--- src/rtl/hdx_pkg.sv ---
// Shared types for the half-duplex transmit pacer.
// Assumes: nothing beyond IEEE 1800-2017 packages.
package hdx_pkg;

    typedef enum logic [1:0] {
        ST_IDLE = 2'd0,
        ST_SEND = 2'd1,
        ST_JAM  = 2'd2
    } hdx_state_e;

    typedef enum logic [1:0] {
        STAT_NONE   = 2'd0,
        STAT_DONE   = 2'd1,
        STAT_EXCESS = 2'd2,
        STAT_LATE   = 2'd3
    } hdx_status_e;

endpackage

--- src/rtl/hdx_ifg_timer.sv ---
// Inter-frame gap timer. Counts ticks since the last reference point and
// reports when a full gap has gone by. The count restarts while transmit
// enable is high. After a collision (crs_ref high) it also restarts while
// carrier is present, so the gap then runs from the fall of carrier sense.
// Assumes: gap_ok is consumed on a tick edge, so the tick that satisfies it
// is the IPG_BITS-th one. Leaves reset with the gap already satisfied.
module hdx_ifg_timer #(
    parameter int IPG_BITS = 96
) (
    input  logic clk,
    input  logic rst_n,
    input  logic bit_tick,
    input  logic tx_active,
    input  logic crs,
    input  logic crs_ref,
    output logic gap_ok
);
    localparam int GW = $clog2(IPG_BITS + 1);
    localparam logic [GW-1:0] GAP_FULL = GW'(IPG_BITS - 1);

    logic [GW-1:0] gap_cnt;

    // Restart on own transmission or on carrier after a collision, else count up to the limit.
    always_ff @(posedge clk) begin
        if (!rst_n) begin
            gap_cnt <= GAP_FULL;
        end else if (tx_active || (crs_ref && crs)) begin
            gap_cnt <= '0;
        end else if (bit_tick && (gap_cnt < GAP_FULL)) begin
            gap_cnt <= gap_cnt + 1'b1;
        end
    end

    // Gap satisfied once the count has reached its last value.
    always_comb gap_ok = (gap_cnt >= GAP_FULL);

endmodule

--- src/rtl/hdx_prng.sv ---
// Free-running Fibonacci LFSR used as the random source for back-off.
// Advances every clock, so the value drawn depends on when the draw occurs.
// Assumes: SEED is nonzero and TAPS gives a maximal-length polynomial.
module hdx_prng #(
    parameter int                WIDTH = 16,
    parameter int                OUT_W = 10,
    parameter logic [WIDTH-1:0]  SEED  = 16'hACE1,
    parameter logic [WIDTH-1:0]  TAPS  = 16'hB400
) (
    input  logic             clk,
    input  logic             rst_n,
    output logic [OUT_W-1:0] rnd
);
    logic [WIDTH-1:0] lfsr_q;
    logic             fb;

    // Feedback is the parity of the tapped bits.
    always_comb fb = ^(lfsr_q & TAPS);

    // Shift one place per clock; reload the seed on reset.
    always_ff @(posedge clk) begin
        if (!rst_n) begin
            lfsr_q <= SEED;
        end else begin
            lfsr_q <= {lfsr_q[WIDTH-2:0], fb};
        end
    end

    // Low bits form the random draw.
    always_comb rnd = lfsr_q[OUT_W-1:0];

endmodule

--- src/rtl/hdx_backoff.sv ---
// Binary exponential back-off timer. On load it masks the random draw to
// min(attempts, CAP) bits and waits that many slot times, counted in ticks.
// busy is high while slots remain.
// Assumes: load is a single-cycle pulse and attempts is at least 1 on load.
module hdx_backoff #(
    parameter int SLOT_BITS = 512,
    parameter int CAP       = 10,
    parameter int ATT_W     = 5
) (
    input  logic             clk,
    input  logic             rst_n,
    input  logic             bit_tick,
    input  logic             load,
    input  logic [ATT_W-1:0] attempts,
    input  logic [CAP-1:0]   rnd,
    output logic             busy
);
    localparam int SW = (SLOT_BITS > 1) ? $clog2(SLOT_BITS) : 1;
    localparam logic [SW-1:0] SLOT_LAST = SW'(SLOT_BITS - 1);

    logic [CAP-1:0] slots_left;
    logic [SW-1:0]  slot_bit;
    logic [CAP:0]   wide_mask;
    logic [CAP-1:0] draw;
    int             expo;

    // Window exponent is the attempt count capped at CAP; mask keeps that many low bits.
    always_comb begin
        expo      = (int'(attempts) > CAP) ? CAP : int'(attempts);
        wide_mask = ((CAP+1)'(1) << expo) - (CAP+1)'(1);
        draw      = rnd & wide_mask[CAP-1:0];
    end

    // Load the slot count, then step down one slot per SLOT_BITS ticks.
    always_ff @(posedge clk) begin
        if (!rst_n) begin
            slots_left <= '0;
            slot_bit   <= '0;
        end else if (load) begin
            slots_left <= draw;
            slot_bit   <= '0;
        end else if (bit_tick && (slots_left != '0)) begin
            if (slot_bit == SLOT_LAST) begin
                slot_bit   <= '0;
                slots_left <= slots_left - 1'b1;
            end else begin
                slot_bit <= slot_bit + 1'b1;
            end
        end
    end

    // Busy until the last slot has run out.
    always_comb busy = (slots_left != '0);

endmodule

--- src/rtl/hdx_tx_pacer.sv ---
// Half-duplex transmit pacer. Grants transmit enable when a frame waits,
// carrier is absent, the inter-frame gap is met and no back-off is running.
// A collision forces a jam, then either a back-off retry or a drop (late
// collision, or collision limit reached with dropping enabled).
// Assumes: frame_req stays high until the frame's status pulse; frame_end
// and col are sampled only while sending.
module hdx_tx_pacer #(
    parameter int          IPG_BITS      = 96,
    parameter int          SLOT_BITS     = 512,
    parameter int          JAM_BITS      = 32,
    parameter int          ATTEMPT_LIMIT = 16,
    parameter int          BACKOFF_CAP   = 10,
    parameter int          LFSR_W        = 16,
    parameter logic [15:0] LFSR_SEED     = 16'hACE1,
    parameter logic [15:0] LFSR_TAPS     = 16'hB400
) (
    input  logic clk,
    input  logic rst_n,
    input  logic bit_tick,
    input  logic frame_req,
    input  logic frame_end,
    input  logic crs,
    input  logic col,
    input  logic drop_excess_en,
    output logic tx_en,
    output logic jam_req,
    output logic frame_done,
    output logic drop_excess,
    output logic drop_late
);
    import hdx_pkg::*;

    localparam int ATT_W = $clog2(ATTEMPT_LIMIT + 1);
    localparam int EW    = $clog2(SLOT_BITS + 1);
    localparam int JW    = (JAM_BITS > 1) ? $clog2(JAM_BITS) : 1;
    localparam logic [ATT_W-1:0] ATT_MAX  = ATT_W'(ATTEMPT_LIMIT);
    localparam logic [EW-1:0]    SLOT_LIM = EW'(SLOT_BITS);
    localparam logic [JW-1:0]    JAM_LAST = JW'(JAM_BITS - 1);

    hdx_state_e       state, state_nx;
    logic [EW-1:0]    elapsed;
    logic [JW-1:0]    jam_cnt;
    logic [ATT_W-1:0] attempts;
    logic             late_hit;
    logic             crs_ref;
    logic             gap_ok;
    logic             bo_busy;
    logic             bo_load;
    logic [BACKOFF_CAP-1:0] rnd;

    logic start, col_hit, end_hit, jam_last, give_up_late, give_up_excess;

    hdx_ifg_timer #(.IPG_BITS(IPG_BITS)) u_gap (
        .clk      (clk),
        .rst_n    (rst_n),
        .bit_tick (bit_tick),
        .tx_active(tx_en),
        .crs      (crs),
        .crs_ref  (crs_ref),
        .gap_ok   (gap_ok)
    );

    hdx_prng #(
        .WIDTH(LFSR_W),
        .OUT_W(BACKOFF_CAP),
        .SEED (LFSR_W'(LFSR_SEED)),
        .TAPS (LFSR_W'(LFSR_TAPS))
    ) u_prng (
        .clk  (clk),
        .rst_n(rst_n),
        .rnd  (rnd)
    );

    hdx_backoff #(
        .SLOT_BITS(SLOT_BITS),
        .CAP      (BACKOFF_CAP),
        .ATT_W    (ATT_W)
    ) u_backoff (
        .clk     (clk),
        .rst_n   (rst_n),
        .bit_tick(bit_tick),
        .load    (bo_load),
        .attempts(attempts),
        .rnd     (rnd),
        .busy    (bo_busy)
    );

    // Event decode: start grant, collision, clean end, jam completion and its outcome.
    always_comb begin
        start          = (state == ST_IDLE) && frame_req && bit_tick && gap_ok
                         && !crs && !bo_busy;
        col_hit        = (state == ST_SEND) && col;
        end_hit        = (state == ST_SEND) && !col && frame_end;
        jam_last       = (state == ST_JAM) && bit_tick && (jam_cnt == JAM_LAST);
        give_up_late   = jam_last && late_hit;
        give_up_excess = jam_last && !late_hit && (attempts == ATT_MAX) && drop_excess_en;
        bo_load        = jam_last && !late_hit && !give_up_excess;
    end

    // Next-state selection; collision wins over a clean end in the same cycle.
    always_comb begin
        state_nx = state;
        unique case (state)
            ST_IDLE: if (start) state_nx = ST_SEND;
            ST_SEND: if (col_hit || end_hit) state_nx = col_hit ? ST_JAM : ST_IDLE;
            ST_JAM:  if (jam_last) state_nx = ST_IDLE;
            default: state_nx = ST_IDLE;
        endcase
    end

    // State register.
    always_ff @(posedge clk) begin
        if (!rst_n) state <= ST_IDLE;
        else        state <= state_nx;
    end

    // Ticks elapsed since the frame began, saturating at one slot.
    always_ff @(posedge clk) begin
        if (!rst_n) begin
            elapsed <= '0;
        end else if (start) begin
            elapsed <= '0;
        end else if ((state == ST_SEND) && bit_tick && (elapsed < SLOT_LIM)) begin
            elapsed <= elapsed + 1'b1;
        end
    end

    // Jam length counter, cleared on every collision.
    always_ff @(posedge clk) begin
        if (!rst_n) begin
            jam_cnt <= '0;
        end else if (col_hit) begin
            jam_cnt <= '0;
        end else if ((state == ST_JAM) && bit_tick && !jam_last) begin
            jam_cnt <= jam_cnt + 1'b1;
        end
    end

    // Per-frame collision count: saturating increment, cleared when the frame retires.
    always_ff @(posedge clk) begin
        if (!rst_n) begin
            attempts <= '0;
        end else if (end_hit || give_up_late || give_up_excess) begin
            attempts <= '0;
        end else if (col_hit && (attempts != ATT_MAX)) begin
            attempts <= attempts + 1'b1;
        end
    end

    // Late flag captured at the collision; gap reference moves to carrier after a collision.
    always_ff @(posedge clk) begin
        if (!rst_n) begin
            late_hit <= 1'b0;
            crs_ref  <= 1'b0;
        end else begin
            if (col_hit) late_hit <= (elapsed >= SLOT_LIM);
            if (col_hit)    crs_ref <= 1'b1;
            else if (start) crs_ref <= 1'b0;
        end
    end

    // Registered single-cycle status pulses.
    always_ff @(posedge clk) begin
        if (!rst_n) begin
            frame_done  <= 1'b0;
            drop_excess <= 1'b0;
            drop_late   <= 1'b0;
        end else begin
            frame_done  <= end_hit;
            drop_excess <= give_up_excess;
            drop_late   <= give_up_late;
        end
    end

    // Line controls follow the state directly.
    always_comb begin
        tx_en   = (state != ST_IDLE);
        jam_req = (state == ST_JAM);
    end

endmodule

--- config.mk ---
export PLATFORM = sky130hd
export DESIGN_NAME = hdx_tx_pacer
export DESIGN_NICKNAME = d
export VERILOG_FILES = /design/src/rtl/hdx_pkg.sv /design/src/rtl/hdx_ifg_timer.sv /design/src/rtl/hdx_prng.sv /design/src/rtl/hdx_backoff.sv /design/src/rtl/hdx_tx_pacer.sv
export SDC_FILE = /design/constraint.sdc
export NUM_CORES = 1
export LEC_CHECK = 0
export ABC_AREA = 1
export BUFFER_PORTS_ARGS = -buffer_cell sky130_fd_sc_hd__buf_2
export CORE_ASPECT_RATIO = 0.8
export CORE_MARGIN = 3
export CORE_UTILIZATION = 45
export CTS_BUF_LIST = sky130_fd_sc_hd__clkbuf_16
export CTS_CLUSTER_SIZE = 8
export DETAILED_ROUTE_END_ITERATION = 12
export HOLD_SLACK_MARGIN = 0.08
export PLACE_DENSITY = 0.72
export SYNTH_ARGS = -nofsm -noshare
export SYNTH_HDL_FRONTEND = slang
export SYNTH_SLANG_ARGS = --single-unit
--- constraint.sdc ---
create_clock -name clk -period 2.98 [get_ports clk]
set_input_delay 0.447 -clock clk [delete_from_list [all_inputs] [get_ports clk]]
set_output_delay 0.447 -clock clk [all_outputs]
set_load 0.005 [all_outputs]
==> After elaboration in Yosys (flattened, before gate mapping) <==
Index checks and enable logic that the tools add are counted.
{ "word_totals": {"input_bits": 8, "regBits": 69, "out_inout_bits": 5, "elab_cells": 99} }
{ "classes": {"reduce_logical": 47, "bitwise": 2, "shifts": 1, "n_lt_le_gt_ge": 5, "eq_ne": 9, "muxes": 14, "add_sub_neg": 7} }
{ "op_table": {"columns": ["cell", "n"], "rows": [
  ["$shl A1 B32 Y10 const A", 1],
  ["$mux W10", 3],
  ["$logic_and A1 B1 Y1", 22],
  ["$reduce_xor A16 Y1", 1],
  ["$mux W7", 2],
  ["$add A10 B1 Y10 const B", 1],
  ["$add A5 B1 Y5 const B", 2],
  ["$and A10 B10 Y10", 1],
  ["$eq A5 B5 Y1 const B", 2],
  ["$ge A10 B10 Y1 const B", 1],
  ["$lt A10 B10 Y1 const B", 1],
  ["$reduce_bool A10 Y1", 1],
  ["$reduce_bool A2 Y1", 5],
  ["$reduce_or A2 Y1", 5],
  ["$sub A10 B1 Y10 const B", 1],
  ["$sub A10 B2 Y10 const B", 1],
  ["$add A9 B1 Y9 const B", 1],
  ["$eq A9 B9 Y1 const B", 1],
  ["$mux W9", 1],
  ["$mux W2", 4],
  ["$add A7 B1 Y7 const B", 1],
  ["$ge A7 B7 Y1 const B", 1],
  ["$lt A7 B7 Y1 const B", 1],
  ["$logic_not A1 Y1", 6],
  ["14 further kinds", 19]
]} }

==> Logic depth before layout (Yosys ltp) <==
Gate-level depths: netlist (run 1).
{ "depth": {"word_depth": 10, "ltp_mapped": 12, "ltp_nobuf": 11} }

==> Modules after synthesis <==
Synthesis (run 1) repeated with hierarchy kept, for this count alone.
{ "hier_totals": {"hier_cells": 590, "area_unflattened_um2": 3955.0} }
{ "modules_own_cells": {"columns": ["module", "instances", "area_each_um2", "cells_per_inst", "seq_area_each_um2"], "rows": [
  ["hdx_backoff", 1, 1565.3, 252, 380.4],
  ["hdx_tx_pacer", 1, 1371.3, 201, 540.5],
  ["hdx_prng", 1, 604.3, 75, 320.3],
  ["hdx_ifg_timer", 1, 414.1, 62, 140.1]
]} }

==> Worst setup path after synthesis (run 1) <==
No wires, ideal clock.
{ "synth_timing": {"path_kind": "register -> register", "startpoint": "register u_backoff.slot_bit[0]", "endpoint": "register u_backoff.slots_left[9]", "setup_time_ns": 0.115, "stages_incl_launch_ff": 13, "arrival_ns": 1.588, "path_buffers": 1, "synth_period_minus_slack_ns": 1.702, "setup_slack_ns": 1.278, "t_required_ns": 2.865, "cell_sequence": "dfxtp_1 -> ha_1 -> nand2_1 -> inv_1 -> nand3_1 -> nor3_1 -> ha_1 -> nand3_2 -> nand2_4 -> buf_6 -> nand2_1 -> nor2_1 -> nor2_1"} }
{ "synth_via": {"elab_chain_len": 3} }
{ "synth_lines": {"columns": ["item", "line_no", "text"], "rows": [
  ["from (decl)", "hdx_backoff.sv:22", "logic [SW-1:0] slot_bit;"],
  ["from (signal assigned)", "hdx_backoff.sv:47", "slot_bit <= slot_bit + 1'b1;"],
  ["$eq A9 B9 Y1", "hdx_backoff.sv:43", "if (slot_bit == SLOT_LAST) begin"],
  ["$reduce_bool A2 Y1 (no line)", null, null],
  ["$reduce_and A2 Y1 (no line)", null, null],
  ["to (signal assigned)", "hdx_backoff.sv:40", "slots_left <= draw;"],
  ["to (signal assigned)", "hdx_backoff.sv:45", "slots_left <= slots_left - 1'b1;"],
  ["to (decl)", "hdx_backoff.sv:21", "logic [CAP-1:0] slots_left;"]
]} }
No other way between the ends.
A chain may end at the register's enable or synchronous reset.

==> Worst setup path after layout (run 1) <==
{ "layout_timing": {"startpoint": "register u_backoff.slot_bit[0]", "endpoint": "register u_backoff.slot_bit[1]"} }
{ "layout_via": {"elab_chain_len": 2, "word_cells_on_any_way": 3, "cone_classes": "add/sub (1); eq/ne (1); mux (1)"} }
{ "layout_lines": {"columns": ["item", "line_no"], "rows": [
  ["$add A9 B1 Y9 or $eq A9 B9 Y1 (tied branches)", "hdx_backoff.sv:47, hdx_backoff.sv:43"],
  ["$mux W9 (*)", "hdx_backoff.sv:43"]
]} }
Every way passes the cells marked *; elsewhere a longest branch is shown, timed or not.

==> summary.md, run 1 <==
| Metric | Value |
|---|---|
| Pleak | `~1.8 nW` |
| Sw Ratio | `0.2836` |
| Post-synth ARST share | `0` |
| H-tree depth | `3` |
| Cts bufs inserted | `9` |
| Sw Pwr | `roughly 0.66 mW` |
| RSZ-0062 raised after global routing | `false` |
| Gate power share | `0.141` |
| Vias per inst | `4.972` |
| WHS | `0.4053 ns` |
| Final Cell Area | `0.003970 mm^2` |
| Clk slew on worst S/H paths | `0.06 ns` |
| Top FF cell, synth | `dfxtp_1` |
| Largest net degree at the start of global routing | `32` |
| Root Driver | `clkbuf_16` |
| Seq/Total Area, Yosys | `0.3872` |
| GRT met2 Usage | `0.2836` |
| Fmax | `503.0 MHz` |
| Maximum net fanout on the critical path | `15` |
| Final Skew | `0.007293 ns` |
| FF-to-FF path depth | `11` |
| Status | `finished, final reports clean` |
| Post-CTS sizing | `0` |
| EDFF count, synth | `0` |
| Seq pwr share | `0.447` |
| Std-Cell Core Area | `0.007532 mm^2` |
| Worst setup EP type | `flop` |
| Clock Power Share | `0.413` |
| CTS Hold Bufs | `0` |
| Count leader, synth | `nand2_1` |
| Clock sink count | `69` |
| YS warnings | `0` |
| Synth Register Bits | `69` |
| First-pass GRT wire length | `between 10 and 15 mm` |
| Antenna Nets Post-Route | `0` |
| Layout net count | `544` |
| Synth top cells by count | `nand2_1 (109), dfxtp_1 (69), inv_1 (67)` |
| Postcts setup bufs | `0` |
| Chip width | `105.5 um` |
| Min-Delay Path Depth | `4` |
| Crit start category | `flop` |
| Crit share post-route | `0.6672` |
| M3 GR Usage | `0.05493` |
| Top cells by area, synth | `dfxtp_1 (39%), nand2_1 (11%), inv_1 (7.1%), nor2_1 (6.9%), nand3_1 (5.5%)` |
| Met1 usage | `0.2333` |
| Crit Path Class | `reg -> reg` |
| Synthesized area | `0.003567 mm^2` |
| Rel. slew slack | `0.7299` |
| CP required | `3.20 ns` |
| Max_cap viols | `0` |
| Slew @ Worst Pin | `~0.40 ns` |
| Die area | `0.009038 mm^2` |
| Final setup viols | `0` |
| Grt ovf | `0` |
| GRT Total Usage | `0.1791` |
| Layout cells sized above 1 | `0.1078` |
| Via count | `3152` |
| Starting Density | `0.4736` |
| 1st-pass router iterations | `4` |
| Port Buf Inserts | `12` |
| Area grow syn2layout | `11.29%` |
| HP Class | `in -> reg` |
| CTS tree | `yes` |
| Final Wtd Congestion | `between 0.9 and 1` |
| GRT busiest layer | `met2` |
| Min Tclk post-route | `1.988 ns` |
| WL final | `7.234 mm` |
| Number of global-route vias before repair | `2921` |
| Yosys top cell area share | `0.3872` |
| Cell-internal power | `about 1.7 mW` |
| DRC Markers | `0` |
| Crit path arrival time | `2.21 ns` |
| Placed instance area | `0.003701 mm^2` |
| # rows | `28` |
| Ant diodes | `0` |
| CTS Buffer Depth | `2` |
| Avg Cell Area, Syn | `6.967 um^2` |
| P per Cell Area | `584.5 mW/mm^2` |
| Final Max Slew Viols | `0` |
| Setup TNS | `0 ns` |
| Final Hold Fails | `0` |
| First-iteration detailed-routing DRC count | `152` |
| Synth Instances | `512` |
| Antenna violations before repair | `0` |
| Die outline height | `85.64 um` |
| Largest area contributor in the netlist | `dfxtp_1` |
| HPWL Detailed | `5.184 mm` |
| Clk Latency, worst-skew pair | `0.33 ns` |
| DR WL/cell | `between 10 and 15 um` |
| Io pins | `13` |
| Syn Nets | `532` |
| Max IR drop VDD | `about 0.00036 V` |
| Cell variety after synth | `36` |
## sequential cells by signal, indices dropped and copies added (netlist names)
name                  count
attempts                  5
crs_ref                   1
drop_excess               1
drop_late                 1
elapsed                  10
frame_done                1
jam_cnt                   5
late_hit                  1
state                     2
u_backoff.slot_bit        9
u_backoff.slots_left     10
u_gap.gap_cnt             7
u_prng.lfsr_q            16
## cell type report
class | instances | area [um^2]
sequential | 69 | 1381
clock buffer | 9 | 225.2
fill | 724 | 3562
inverter | 74 | 277.8
tap | 105 | 131.4
multi-input combinational | 357 | 1843
timing repair buffer | 13 | 67.56
clock inverter | 7 | 43.79
## layout by cell type, fill, tap and decap left out, drive strengths merged
master    count
nand2       113
inv          75
nor2         72
dfxtp        69
nand3        42
a21oi        26
o21ai        25
nand4        23
xor2         13
buf          13
ha           12
clkbuf        9
nor3          9
or2           9
xnor2         3
clkinvlp      3
clkinv        3
o211ai        2
o21bai        2
nor4          1
nand3b        1
o22ai         1
and3          1
nor3b         1
a31o          1
## layer usage
| layer | up-vias | wire length [um] |
|---|---|---|
| met5 | - | 0 |
| met4 | 0 | 102 |
| met3 | 9 | 296 |
| met2 | 41 | 3301 |
| met1 | 1437 | 3534 |
| li1 | 1665 | - |
## worst max-delay path, cell delays in order, from the launching register on
cell and delay (ns):
dfxtp_1 0.40, ha_1 0.22, nand2_1 0.08, inv_1 0.06
nand3_1 0.10, nor3_1 0.16, ha_1 0.22, nand3_2 0.14
nand2_4 0.19, inv_2 0.08, nand2_1 0.16, nor3_1 0.07
## path summary, 6_finish.rpt
path                                            start               endpoint  slack (ns)
worst max-delay path            u_backoff.slot_bit[0]  u_backoff.slot_bit[1]        0.99
worst min-delay path                              col             frame_done        0.41
worst max register to register  u_backoff.slot_bit[0]  u_backoff.slot_bit[1]        0.99
worst min register to register      u_prng.lfsr_q[14]      u_prng.lfsr_q[15]        0.42
## stage by stage
step                      power [mW]  cells  setup WS (ns)    util
after floorplan                1.304    512          1.278       -
after global placement         1.363    618          1.092  0.4914
after detailed placement       1.377    618          1.008  0.4914
after CTS                      2.344    634         0.9980  0.5271
after global routing           2.451    634         0.6755  0.5271
final                          2.320    634         0.9918  0.5271
## power groups by stage
| stage | Combinational, mW | Clock [mW] | Sequential [mW] |
|---|---|---|---|
| after floorplan | 0.263 | 0 | 1.04 |
| after CTS | 0.329 | 0.982 | 1.03 |
| after detailed placement | 0.324 | 0 | 1.05 |
| final | 0.326 | 0.958 | 1.04 |
| after global placement | 0.313 | 0 | 1.05 |
| after global routing | 0.383 | 1.03 | 1.04 |
## cell families (layout without fill, tap and decap cells)
kind of cell | count (synthesis) | after routing | share of synthesized area
buf+inv | 86 | 103 | 0.09611
flops | 69 | 69 | 0.3872
xor+xnor | 16 | 16 | 0.03929
simple gates | 272 | 272 | 0.3501
fa+ha+maj | 12 | 12 | 0.04209
compound gates | 57 | 57 | 0.08523
Note: power is estimated with default switching activity, not from simulation.
==> run 2: changes to the inputs <==
Clock period 2.98 ns to 2.1 ns, I/O delays scaled along.
==> summary.md, run 2 (same netlist as run 1, synthesis figures left out) <==
| Metric | Value |
|---|---|
| GRT Total Usage | `0.1821 (+0.003001)` |
| Rel. slew slack | `0.7187 (-0.01116)` |
| Most frequent cells in the layout | `nand2_1 (107), dfxtp_1 (69), inv_1 (67)` |
| Worst Path Buf+Inv | `2 (unchanged)` |
| CTS tree | `yes` |
| Final Hold Fails | `0 (unchanged)` |
| Biggest regs | `u_prng.lfsr_q x16, elapsed x10, u_backoff.slots_left x10` |
| 1st-pass router iterations | `4 (unchanged)` |
| Starting Density | `0.4736 (unchanged)` |
| Setup TNS | `0 ns (unchanged)` |
| Final Skew | `0.005553 ns (-0.001741 ns)` |
| DR WL/cell | `11.73 um (+2.8%)` |
| Antenna violations before repair | `0 (unchanged)` |
| First-iteration detailed-routing DRC count | `184 (+21%)` |
| Clk slew on worst S/H paths | `0.05 ns (about the same)` |
| Final worst-path setup slack | `0.2213 ns (-0.7705 ns)` |
| Most flops, register | `u_prng.lfsr_q` |
| HP Class | `in -> reg` |
| Io pins | `13 (unchanged)` |
| Cts bufs inserted | `9 (unchanged)` |
| Maximum net fanout on the critical path | `13 (-2)` |
| Flop2flop setup slack | `0.22 ns (-0.77 ns)` |
| Layout net count | `554 (+1.8%)` |
| HPWL Detailed | `5.445 mm (+5.0%)` |
| Sequence of cells on the critical path | `inv_1 -> ha_1 -> nand2_1 -> nor2_1 -> nand3_2 -> nand3_4 -> nand2_8 -> buf_4 -> o21ai_1 -> nor2_1` |
| Min Tclk post-route | `1.879 ns (-0.1095 ns)` |
| Most common cell after layout, fill and taps aside | `nand2_1` |
| Crit-path leading delay family | `simple AND/OR/NAND/NOR gates` |
| Layout cells sized above 1 | `0.1317 (+0.02397)` |
| # rows | `28 (unchanged)` |
| Chip width | `105.5 um (unchanged)` |
| Fmax | `532.3 MHz (+5.8%)` |
| Pleak | `1.883 nW (+5.0%)` |
| Std-Cell Core Area | `0.007532 mm^2 (unchanged)` |
| Crit start category | `flop` |
| Max FFs per register | `16 (unchanged)` |
| Crit Path Class | `reg -> reg` |
| Clk Latency, worst-skew pair | `0.33 ns (about the same)` |
| Final setup viols | `0 (unchanged)` |
| Area grow syn2layout | `16.42%` |
| Ant diodes | `0 (unchanged)` |
| Final Wtd Congestion | `0.8790 (-3.6%)` |
| Die area | `0.009038 mm^2 (unchanged)` |
| WL final | `7.555 mm (+4.4%)` |
| DRC Markers | `0 (unchanged)` |
| Crit share post-route | `0.8946 (+0.2274)` |
| Root Driver | `clkbuf_16` |
| Pre-CTS WS | `0.1130 ns (-0.8950 ns)` |
| Final Max Slew Viols | `0 (unchanged)` |
| Critical path's slowest cell | `dfxtp_1` |
| Largest net degree at the start of global routing | `20 (-38%)` |
| Max IR drop VDD | `0.0006123 V (+69%)` |
| Number of global-route vias before repair | `3059 (+4.7%)` |
| Crit path arrival time | `2.10 ns (-0.11 ns)` |
| P per Cell Area | `880.2 mW/mm^2 (+51%)` |
| Max_cap viols | `0 (unchanged)` |
| Status | `finished, final reports clean` |
| CP required | `2.32 ns (-0.88 ns)` |
| Port Buf Inserts | `12 (unchanged)` |
| Via count | `3233 (+2.6%)` |
| First-pass GRT wire length | `13.57 mm (+4.4%)` |
| H-tree depth | `3 (unchanged)` |
| Worst setup EP type | `flop` |
| Vias per inst | `5.020 (+0.98%)` |
| Crit path top cell by count | `nor2_1` |
| Peak per-stage delay on the critical path | `0.32 ns (-0.08 ns)` |
| Clock sink count | `69 (unchanged)` |
| Die outline height | `85.64 um (unchanged)` |
| Antenna Nets Post-Route | `0 (unchanged)` |
| Slew @ Worst Pin | `0.4215 ns (+0.01672 ns)` |
| CTS Buffer Depth | `2 (unchanged)` |
| Grt ovf | `0 (unchanged)` |
-- run 2: through the flow --
stage,hold WS (ns),std cells,utilization,area (um^2),total power [mW]
finish,0.2808,644,0.5513,4153,3.655
global route,0.2947,644,0.5513,4153,3.828
CTS,0.2730,640,0.5424,4085,3.681
detailed placement,0.4012,624,0.4973,3746,1.964
global placement,0.3973,624,0.4973,3746,1.939
floorplan,0.3905,512,-,3567,1.851
-- run 2: where the power goes --
group          total [mW]  internal (mW)  leakage (nW)  switching [mW]
clock                1.72           1.15         0.161           0.563
combinational       0.470          0.181          1.16           0.289
sequential           1.47           1.39         0.562          0.0748
total                3.66           2.73          1.88           0.927
-- run 2: cell type report --
class | count | area (um^2)
inverters | 74 | 277.8
repair buffers | 23 | 142.6
clock buffers | 9 | 225.2
fillers | 705 | 3379
clock inverters | 7 | 113.9
well taps | 105 | 131.4
multi-input cells | 357 | 1881
flip-flops and latches | 69 | 1381
-- run 2: worst paths after layout --
check	startpoint	endpoint	depth (start not counted)
setup / recovery	u_backoff.slots_left[0]	u_backoff.slots_left[3]	10
setup reg to reg	u_backoff.slots_left[0]	u_backoff.slots_left[3]	10
hold / removal	col	frame_done	4
hold reg to reg	u_prng.lfsr_q[14]	u_prng.lfsr_q[15]	1
-- run 2: what timing repair did --
action                                  CTS  global route
hold buffers                              0             0
endpoints found under the setup margin    0            24
buffers inserted                          0             4
resized for setup                         0             7
-- run 2: metal layers --
metal  GRT usage  routed length (um)  vias up
met5           0                   0        -
met4     0.05765                  49        0
met3     0.05041                 406        4
met2      0.2847                3380       64
met1      0.2458                3719     1479
li1            -                   -     1686
-- run 2: tightest hold or removal path, stage by stage --
cell and delay, ns:
buf_2 0.09, nor3_1 0.05, inv_1 0.06, nor2_1 0.04
